<file path="src/rtl/protGatePkg.sv">
package protGatePkg;
  typedef enum logic [3:0] {
    OP_READ   = 4'd0,
    OP_WREN   = 4'd1,
    OP_WRDIS  = 4'd2,
    OP_WORD   = 4'd3,
    OP_FILL   = 4'd4,
    OP_BREAD  = 4'd5,
    OP_ARM    = 4'd6,
    OP_BCLR   = 4'd7,
    OP_BSET   = 4'd8,
    OP_BLOCK  = 4'd9
  } opT;

  typedef enum logic [2:0] {
    CK_WORD = 3'd0,
    CK_FILL = 3'd1,
    CK_BCLR = 3'd2,
    CK_BSET = 3'd3,
    CK_LOCK = 3'd4
  } commitT;

  typedef struct packed {
    logic   weSet;
    logic   weClr;
    logic   armSet;
    logic   armDrop;
    logic   bndOnes;
    logic   bndLoad;
    logic   lockSet;
    logic   commit;
    logic   readOk;
    commitT kind;
  } stbT;
endpackage

</file>
<file path="src/rtl/gateCtrl.sv">
module gateCtrl
  import protGatePkg::*;
#(
  parameter int ADDR_W = 8
) (
  input  logic              cmdValid,
  input  logic [3:0]        cmdOp,
  input  logic [ADDR_W-1:0] cmdAddr,
  input  logic              pgmEn,
  input  logic              regSel,
  input  logic              weQ,
  input  logic              armQ,
  input  logic              clrQ,
  input  logic              lockQ,
  input  logic [ADDR_W-1:0] bound,
  output stbT               stb
);
  logic boundOnes;
  logic belowBound;
  logic topAllowed;
  logic memPath;
  logic regPath;
  logic armedPath;

  assign boundOnes  = &bound;
  assign belowBound = cmdAddr < bound;
  assign topAllowed = boundOnes && (&cmdAddr);
  assign memPath    = weQ && pgmEn && !regSel;
  assign regPath    = pgmEn && regSel;
  assign armedPath  = armQ && regPath && !lockQ;

  always_comb begin
    stb = '0;
    stb.kind = CK_WORD;
    if (cmdValid) begin
      unique case (opT'(cmdOp))
        OP_READ, OP_BREAD: stb.readOk = 1'b1;
        OP_WREN:  stb.weSet = 1'b1;
        OP_WRDIS: stb.weClr = 1'b1;
        OP_WORD: begin
          if (memPath && (belowBound || topAllowed)) begin
            stb.commit = 1'b1;
            stb.kind   = CK_WORD;
          end
        end
        OP_FILL: begin
          if (memPath && boundOnes) begin
            stb.commit = 1'b1;
            stb.kind   = CK_FILL;
          end
        end
        OP_ARM: stb.armSet = weQ && regPath;
        OP_BCLR: begin
          if (armedPath) begin
            stb.bndOnes = 1'b1;
            stb.commit  = 1'b1;
            stb.kind    = CK_BCLR;
          end
        end
        OP_BSET: begin
          if (armedPath && clrQ) begin
            stb.bndLoad = 1'b1;
            stb.commit  = 1'b1;
            stb.kind    = CK_BSET;
          end
        end
        OP_BLOCK: begin
          if (armedPath) begin
            stb.lockSet = 1'b1;
            stb.commit  = 1'b1;
            stb.kind    = CK_LOCK;
          end
        end
        default: ;
      endcase
      stb.armDrop = !stb.armSet;
    end
  end
endmodule

</file>
<file path="src/rtl/gateRegs.sv">
module gateRegs
  import protGatePkg::*;
#(
  parameter int ADDR_W = 8
) (
  input  logic              clk,
  input  logic              rstN,
  input  stbT               stb,
  input  logic [ADDR_W-1:0] cmdAddr,
  output logic              weQ,
  output logic              armQ,
  output logic              clrQ,
  output logic              lockQ,
  output logic [ADDR_W-1:0] bound,
  output logic              commitValid,
  output logic [2:0]        commitKind,
  output logic [ADDR_W-1:0] commitAddr,
  output logic              readGrant
);
  always_ff @(posedge clk) begin
    if (!rstN) begin
      weQ   <= 1'b0;
      armQ  <= 1'b0;
      clrQ  <= 1'b1;
      lockQ <= 1'b0;
      bound <= '1;
    end else begin
      if (stb.weSet) weQ <= 1'b1;
      else if (stb.weClr) weQ <= 1'b0;
      if (stb.armSet) armQ <= 1'b1;
      else if (stb.armDrop) armQ <= 1'b0;
      if (stb.bndOnes) begin
        bound <= '1;
        clrQ  <= 1'b1;
      end else if (stb.bndLoad) begin
        bound <= cmdAddr;
        clrQ  <= 1'b0;
      end
      if (stb.lockSet) lockQ <= 1'b1;
    end
  end

  always_ff @(posedge clk) begin
    if (!rstN) begin
      commitValid <= 1'b0;
      commitKind  <= '0;
      commitAddr  <= '0;
      readGrant   <= 1'b0;
    end else begin
      commitValid <= stb.commit;
      readGrant   <= stb.readOk;
      if (stb.commit) begin
        commitKind <= stb.kind;
        commitAddr <= cmdAddr;
      end
    end
  end
endmodule

</file>
<file path="src/rtl/protGate.sv">
module protGate
  import protGatePkg::*;
#(
  parameter int ADDR_W = 8
) (
  input  logic              clk,
  input  logic              rstN,
  input  logic              cmdValid,
  input  logic [3:0]        cmdOp,
  input  logic [ADDR_W-1:0] cmdAddr,
  input  logic              pgmEn,
  input  logic              regSel,
  output logic              commitValid,
  output logic [2:0]        commitKind,
  output logic [ADDR_W-1:0] commitAddr,
  output logic              readGrant,
  output logic [ADDR_W-1:0] protValue
);
  stbT stb;
  logic weQ;
  logic armQ;
  logic clrQ;
  logic lockQ;

  gateCtrl #(.ADDR_W(ADDR_W)) uCtrl (
    .cmdValid(cmdValid), .cmdOp(cmdOp), .cmdAddr(cmdAddr),
    .pgmEn(pgmEn), .regSel(regSel), .weQ(weQ), .armQ(armQ),
    .clrQ(clrQ), .lockQ(lockQ), .bound(protValue), .stb(stb)
  );

  gateRegs #(.ADDR_W(ADDR_W)) uRegs (
    .clk(clk), .rstN(rstN), .stb(stb), .cmdAddr(cmdAddr),
    .weQ(weQ), .armQ(armQ), .clrQ(clrQ), .lockQ(lockQ), .bound(protValue),
    .commitValid(commitValid), .commitKind(commitKind),
    .commitAddr(commitAddr), .readGrant(readGrant)
  );
endmodule

</file>
<file path="config.mk">
export PLATFORM = sky130hd
export DESIGN_NAME = protGate
export DESIGN_NICKNAME = d
export VERILOG_FILES = /design/src/rtl/protGatePkg.sv /design/src/rtl/gateCtrl.sv /design/src/rtl/gateRegs.sv /design/src/rtl/protGate.sv
export SDC_FILE = /design/constraint.sdc
export NUM_CORES = 1
export LEC_CHECK = 0
export BUFFER_PORTS_ARGS = -buffer_cell sky130_fd_sc_hd__buf_2
export CAP_MARGIN = 20
export CORE_AREA = 2 2 67 53
export DETAILED_ROUTE_END_ITERATION = 6
export DIE_AREA = 0 0 69 55
export PLACE_DENSITY = 0.75
export REMOVE_ABC_BUFFERS = 1
export SYNTH_ARGS = -nofsm -noshare
export SYNTH_HDL_FRONTEND = slang
export SYNTH_SLANG_ARGS = --single-unit
</file>
<file path="constraint.sdc">
create_clock -name clk -period 5.1 [get_ports clk]
set_clock_uncertainty 0.05 [all_clocks]
set_input_delay 0.255 -clock clk [delete_from_list [all_inputs] [get_ports clk]]
set_output_delay 0.255 -clock clk [all_outputs]
set_load 0.01 [all_outputs]
</file>
==> reports/results.ini, run 1 <==
[sta]
post-route-min-period_ns = 2.14
max-slew-margin-rel_pct = 54.6
hold_viol_final = 0
worst_slew_pin_slew_ns = 0.680
fin_tns_setup_ns = 0
final.setup.worst_slack_ns = 2.96
finalCritPeriodShare_pct = 41.9
setup_viol = 0
fmax_mhz = 468
rsz0062_at_grt = no
maxSlewViolCount = 0

[logic_synthesis]
synth_area_mm2 = 0.00135
synth_async_sr_flop_share_pct = 0
avgSynthCellArea_um2 = 8.89
ys_ff_latch = 25
syn_inst = 152
ys_warn_count = 0
ys_types = 40
synth-seq-area-share_pct = 37.0
ys.flop_type = dfxtp_1
synth_edf_count = 0

[drt]
drtIter0Drc = 32
dr.pass1.iters = 4
vias_per_cell = 5.18
postRouteAntennaNets = 0
wire_per_inst_um = 12.5
wl_mm = 2.84
vias = 1171
drc_errors = 0

[worst_setup_path]
cp.arrival_ns = 2.25
worst-r2r-cell-count = 8
worstSetupPathType = flip-flop to flip-flop
r2r-start = uRegs.bound[5]$_SDFFE_PP1P_
cp-end-kind = flip-flop
cp_max_fo = 11
cp-start-kind = flip-flop
regToRegSetupSlack_ns = 2.96
r2r_end = uRegs.commitValid$_SDFF_PN0_
crit_required_ns = 5.22
crit_path_start = uRegs.bound[5]$_SDFFE_PP1P_

[floorplan]
die_area_mm2 = 0.00380
die_y_um = 55
start_util_pct = 42.9
die-width_um = 69
core_area_mm2 = 0.00315
io_pins = 38
rows = 18

[pwr]
pwr-share-seq_pct = 56.8
p_int_w = 0.000263
ir_drop_mv = 0.0811
combPwrFrac_pct = 9.3
pwr-share-clk_pct = 33.9
power_leakage_nw = 0.873
power_density_mw_per_mm2 = 216
p_sw_w = 0.0000809
switching_share_pct = 23.5

[cts]
clock_sinks = 25
clk_latency_ns = 0.27
htree_levels = 1
numCtsBuffers = 3
cts_setup_buffers = 0
ctsHoldBuffers = 0
cts_resized = 0
cts_tree = done
clk_pin_slew_worst_paths_ns = 0.08
root_buffer = clkbuf_8
clk_path_buf_depth = 2

[final_layout]
num-fill-cells = 330
diodes = 0
area_growth_pct = 18.1
final_nets = 211
drive_gt1_share_pct = 24.7
design_area_mm2 = 0.00160

[min_path]
hp-start = cmdAddr[0]
hold_path_depth = 3
min_to = uRegs.bound[0]$_SDFFE_PP1P_
hold_class = input port to flip-flop

[global_routing]
antenna_found_initial = 0
grt_pass1_wl_mm = 4.61
gr-usage-all-layers_pct = 15.6
grt_pass1_vias = 993
grt_overflow = 0
grt_max_degree = 28

[placement]
preCtsSetupSlack_ns = 2.92
dp_hpwl_mm = 2.17
port_buffers = 37
gp_congestion = 0.879
placed_area_mm2 = 0.00155

[outcome]
status = complete, no violations

[flow_run]
drv_cap = 0

[cells in the final DEF (no fill, tap or decap), drive strengths merged, types with 2 or more instances in the layout]
cell	instances
a211oi	2
buf	37
nand4	6
dfxtp	25
mux2i	17
a21oi	5
nor4	2
o21ai	3
nand4b	2
ha	7
inv	10
o21a	4
nand2	34
nand2b	2
a21boi	2
nor2	3
clkbuf	4
[state kept, by name, summed over array words and instances, names as in the netlist]
name               cells
uRegs.armQ             1
uRegs.readGrant        1
uRegs.commitKind       3
uRegs.lockQ            1
uRegs.commitAddr       8
uRegs.commitValid      1
uRegs.weQ              1
uRegs.clrQ             1
uRegs.bound            8
[cells in the mapped netlist, types with 2 or more instances]
| library cell | instances | area (µm²) |
|---|---|---|
| a211oi_1 | 2 | 15.0 |
| nand2_1 | 34 | 128 |
| ha_1 | 7 | 87.6 |
| o21a_1 | 4 | 30.0 |
| dfxtp_1 | 25 | 500 |
| nand4_1 | 6 | 37.5 |
| o21ai_0 | 3 | 15.0 |
| a21boi_0 | 2 | 15.0 |
| clkbuf_1 | 5 | 18.8 |
| nor2_1 | 3 | 11.3 |
| nor4_1 | 2 | 12.5 |
| nand4b_1 | 2 | 17.5 |
| mux2i_1 | 17 | 170 |
| a21oi_1 | 4 | 20.0 |
| inv_1 | 10 | 37.5 |
| nand2b_1 | 2 | 12.5 |
[metal layers]
| metal | GRT usage [%] | wire (µm) | vias to the layer above |
|---|---|---|---|
| li1 | - | - | 607 |
| met1 | 21.8 | 1470 | 540 |
| met2 | 23.1 | 1230 | 19 |
| met3 | 3.44 | 83 | 5 |
| met4 | 7.84 | 51 | 0 |
| met5 | 0 | 0 | - |
[worst max path at each step]
stage / end / slack, ns / cells after the start
floorplan: uRegs.commitValid$_SDFF_PN0_ / 3.12 / 8
global placement: uRegs.commitKind[1]$_SDFFE_PN0P_ / 2.96 / 7
detailed placement: uRegs.commitKind[1]$_SDFFE_PN0P_ / 2.92 / 7
CTS: uRegs.commitValid$_SDFF_PN0_ / 2.95 / 8
global route: uRegs.commitValid$_SDFF_PN0_ / 2.79 / 8
finish: uRegs.commitValid$_SDFF_PN0_ / 2.96 / 8
[area by class of cell]
type,count,area [µm²],share of cell area (%)
sequential,25,500,31.3
clock buffer,4,45.0,2.82
timing repair buffer,37,185,11.6
tap,40,50.0,3.13
multi-input combinational,110,778,48.7
inverter,10,37.5,2.35
[kinds of logic after synthesis]
kind of cell    synth area share (%)
compound gates                  14.1
fa+ha+maj                       6.48
buf+inv                         5.37
flops                           37.0
mux                             12.6
simple gates                    24.4
[stage by stage]
stage                     cells  util (%)  total power [W]  hold slack (ns)
after floorplan             145         -         0.000214            0.323
after global placement      222      49.2         0.000232            0.385
after detailed placement    222      49.2         0.000232            0.385
after CTS                   226      50.6         0.000348            0.203
after global routing        226      50.6         0.000358            0.218
final                       226      50.6         0.000344            0.210
[power groups by stage]
stage               Sequential, W  Combinational [W]  Clock (W)
finish                   0.000196          0.0000320   0.000117
global route             0.000196          0.0000358   0.000126
CTS                      0.000196          0.0000317   0.000120
detailed placement       0.000200          0.0000316          0
global placement         0.000200          0.0000314          0
floorplan                0.000200          0.0000132          0
[worst max-delay path: stages, from the launching register on]
cell	delay, ns
dfxtp_1	0.39
inv_1	0.06
ha_1	0.29
a211o_1	0.14
nand2_1	0.05
a21oi_1	0.12
a21oi_1	0.11
a21oi_2	0.53
and2b_2	0.29
Note: power is estimated with default switching activity, not from simulation.
==> run 2, diff against run 1 <==
==> constraint.sdc (replaced) <==
create_clock -name clk -period 2.15 [get_ports clk]
set_clock_uncertainty 0.05 [all_clocks]
set_input_delay 0.1075 -clock clk [delete_from_list [all_inputs] [get_ports clk]]
set_output_delay 0.1075 -clock clk [all_outputs]
set_load 0.01 [all_outputs]
==> reports/results.ini, run 2 (synthesis results as in run 1) <==
[outcome]
status = complete, no violations

[worst_setup_path]
worstSetupPathType = flip-flop to flip-flop
r2r-start = uRegs.bound[5]$_SDFFE_PP1P_
cp.arrival_ns = 2.14  ; -0.11 ns
r2r_end = uRegs.commitKind[1]$_SDFFE_PN0P_
regToRegSetupSlack_ns = 0.13  ; -2.84 ns
crit_required_ns = 2.27  ; -2.95 ns
worst-r2r-cell-count = 8  ; unchanged
cp-end-kind = flip-flop
crit_family = compound AO/OA/AOI/OAI gates
timing.critical_path.buf_inv = 1  ; unchanged
path_cells = inv_1, ha_1, a211o_1, a21oi_1, o21ai_0, a21oi_2, a21oi_4, a31o_1
cp_max_fo = 11  ; unchanged
cp-start-kind = flip-flop
max_stage_delay_ns = 0.37  ; -0.16 ns
cpMaxStageDelayCell = dfxtp_1

[drt]
postRouteAntennaNets = 0  ; unchanged
dr.pass1.iters = 4  ; unchanged
wire_per_inst_um = 12.8  ; +2.1%
drtIter0Drc = 67  ; +110%
vias = 1175  ; +0.34%
drc_errors = 0  ; unchanged
wl_mm = 2.96  ; +4.4%
vias_per_cell = 5.09  ; -1.8%

[floorplan]
rows = 18  ; unchanged
start_util_pct = 42.9  ; unchanged
die-width_um = 69  ; unchanged
die_y_um = 55  ; unchanged
core_area_mm2 = 0.00315  ; unchanged
io_pins = 38  ; unchanged
die_area_mm2 = 0.00380  ; unchanged

[global_routing]
antenna_found_initial = 0  ; unchanged
grt_overflow = 0  ; unchanged
grt_pass1_wl_mm = 4.80  ; +4.0%
grt_pass1_vias = 1046  ; +5.3%
gr-usage-all-layers_pct = 15.8  ; +0.18 points
grt_max_degree = 28  ; unchanged

[min_path]
hp-start = cmdAddr[1]
min_to = uRegs.bound[1]$_SDFFE_PP1P_
hold_class = input port to flip-flop
hold_path_depth = 3  ; unchanged

[cts]
clk_pin_slew_worst_paths_ns = 0.08  ; about the same
root_buffer = clkbuf_8
clk_latency_ns = 0.26  ; about the same
cts_tree = done
numCtsBuffers = 3  ; unchanged
clock_sinks = 25  ; unchanged
clk_path_buf_depth = 2  ; unchanged
ctsHoldBuffers = 0  ; unchanged
htree_levels = 1  ; unchanged

[final_layout]
final_cell_mix = 37 x buf_2, 34 x nand2_1, 25 x dfxtp_1
drive_gt1_share_pct = 27.2  ; +2.5 points
num-fill-cells = 304  ; -7.9%
biggestRegsByFlops = uRegs.bound x8, uRegs.commitAddr x8, uRegs.commitKind x3
final_nets = 216  ; +2.4%
diodes = 0  ; unchanged
area_growth_pct = 21.8
final_common_cell = buf_2
design_area_mm2 = 0.00165  ; +3.1%

[pwr]
ir_drop_mv = 0.257  ; +220%
power_density_mw_per_mm2 = 494  ; +130%
finalPower_w = 0.000813  ; +140%
power_leakage_nw = 0.895  ; +2.6%

[placement]
placed_area_mm2 = 0.00159  ; +2.4%
port_buffers = 37  ; unchanged
gp_congestion = 0.813  ; -7.5%
dp_hpwl_mm = 2.26  ; +4.2%

[sta]
rsz0062_at_grt = no
maxSlewViolCount = 0  ; unchanged
max-slew-margin-rel_pct = 70.5  ; +16 points
fin_tns_setup_ns = 0  ; unchanged
fmax_mhz = 494  ; +5.6%
hold_viol_final = 0  ; unchanged
worst_slew_pin_slew_ns = 0.443  ; -0.237 ns
finalCritPeriodShare_pct = 94.1  ; +52 points
timing.hold.ws_ns = 0.0652  ; -0.144 ns
setup_viol = 0  ; unchanged
post-route-min-period_ns = 2.02  ; -0.113 ns

[flow_run]
drv_cap = 0  ; unchanged

[run 2: cell types whose count changed in the layout (fill, tap and decap cells not counted)]
cell     delta
buf_4       +5
a21oi_1     -1
a21oi_4     +1
[run 2: worst max-delay path by stage]
stage	start	to	slack, ns	cells after the start
after floorplan	uRegs.bound[7]$_SDFFE_PP1P_	uRegs.commitValid$_SDFF_PN0_	0.17	8
after global placement	uRegs.bound[6]$_SDFFE_PP1P_	uRegs.commitValid$_SDFF_PN0_	0.05	8
after detailed placement	uRegs.bound[6]$_SDFFE_PP1P_	uRegs.commitValid$_SDFF_PN0_	-0.01	8
after CTS	uRegs.bound[5]$_SDFFE_PP1P_	uRegs.commitKind[1]$_SDFFE_PN0P_	0.06	8
after global routing	uRegs.bound[7]$_SDFFE_PP1P_	uRegs.commitValid$_SDFF_PN0_	0.04	8
final	uRegs.bound[5]$_SDFFE_PP1P_	uRegs.commitKind[1]$_SDFFE_PN0P_	0.13	8
[run 2: layout make-up]
| class | instances | area (µm²) | area share, % |
|---|---|---|---|
| inverter | 10 | 37.5 | 2.28 |
| tap | 40 | 50.0 | 3.04 |
| timing repair buffer | 42 | 223 | 13.5 |
| multi-input combinational | 110 | 790 | 48.0 |
| sequential | 25 | 500 | 30.4 |
| clock buffer | 4 | 45.0 | 2.74 |
[run 2: what timing repair did]
action	in CTS	in global routing
endpoints found under the setup margin	1	1
pin swaps	0	0
resized for setup	1	1
buffers inserted	0	0
endpoints found under the hold margin	0	0
[run 2: power by group]
group | internal (W) | switching (W)
clock network | 0.000132 | 0.000138
registers | 0.000464 | 0.000000674
logic | 0.0000298 | 0.0000479
[run 2: worst min-delay path, delay by kind of cell]
kind,cells,cell delay [ns]
buf+inv,1,0.11
mux,1,0.07
simple gates,1,0.06
[run 2: routing by layer]
layer / GRT usage (%) / wire [µm]
met5: 0 / 0
met4: 5.88 / 28
met3: 3.62 / 113
met2: 25.6 / 1310
met1: 21.1 / 1510
[run 2: stage by stage]
step,setup slack (ns),instances,utilization (%)
floorplan,0.169,145,-
global placement,0.0461,227,50.4
detailed placement,-0.0122,227,50.4
CTS,0.0642,231,52.1
global route,0.0408,231,52.2
finish,0.127,231,52.2
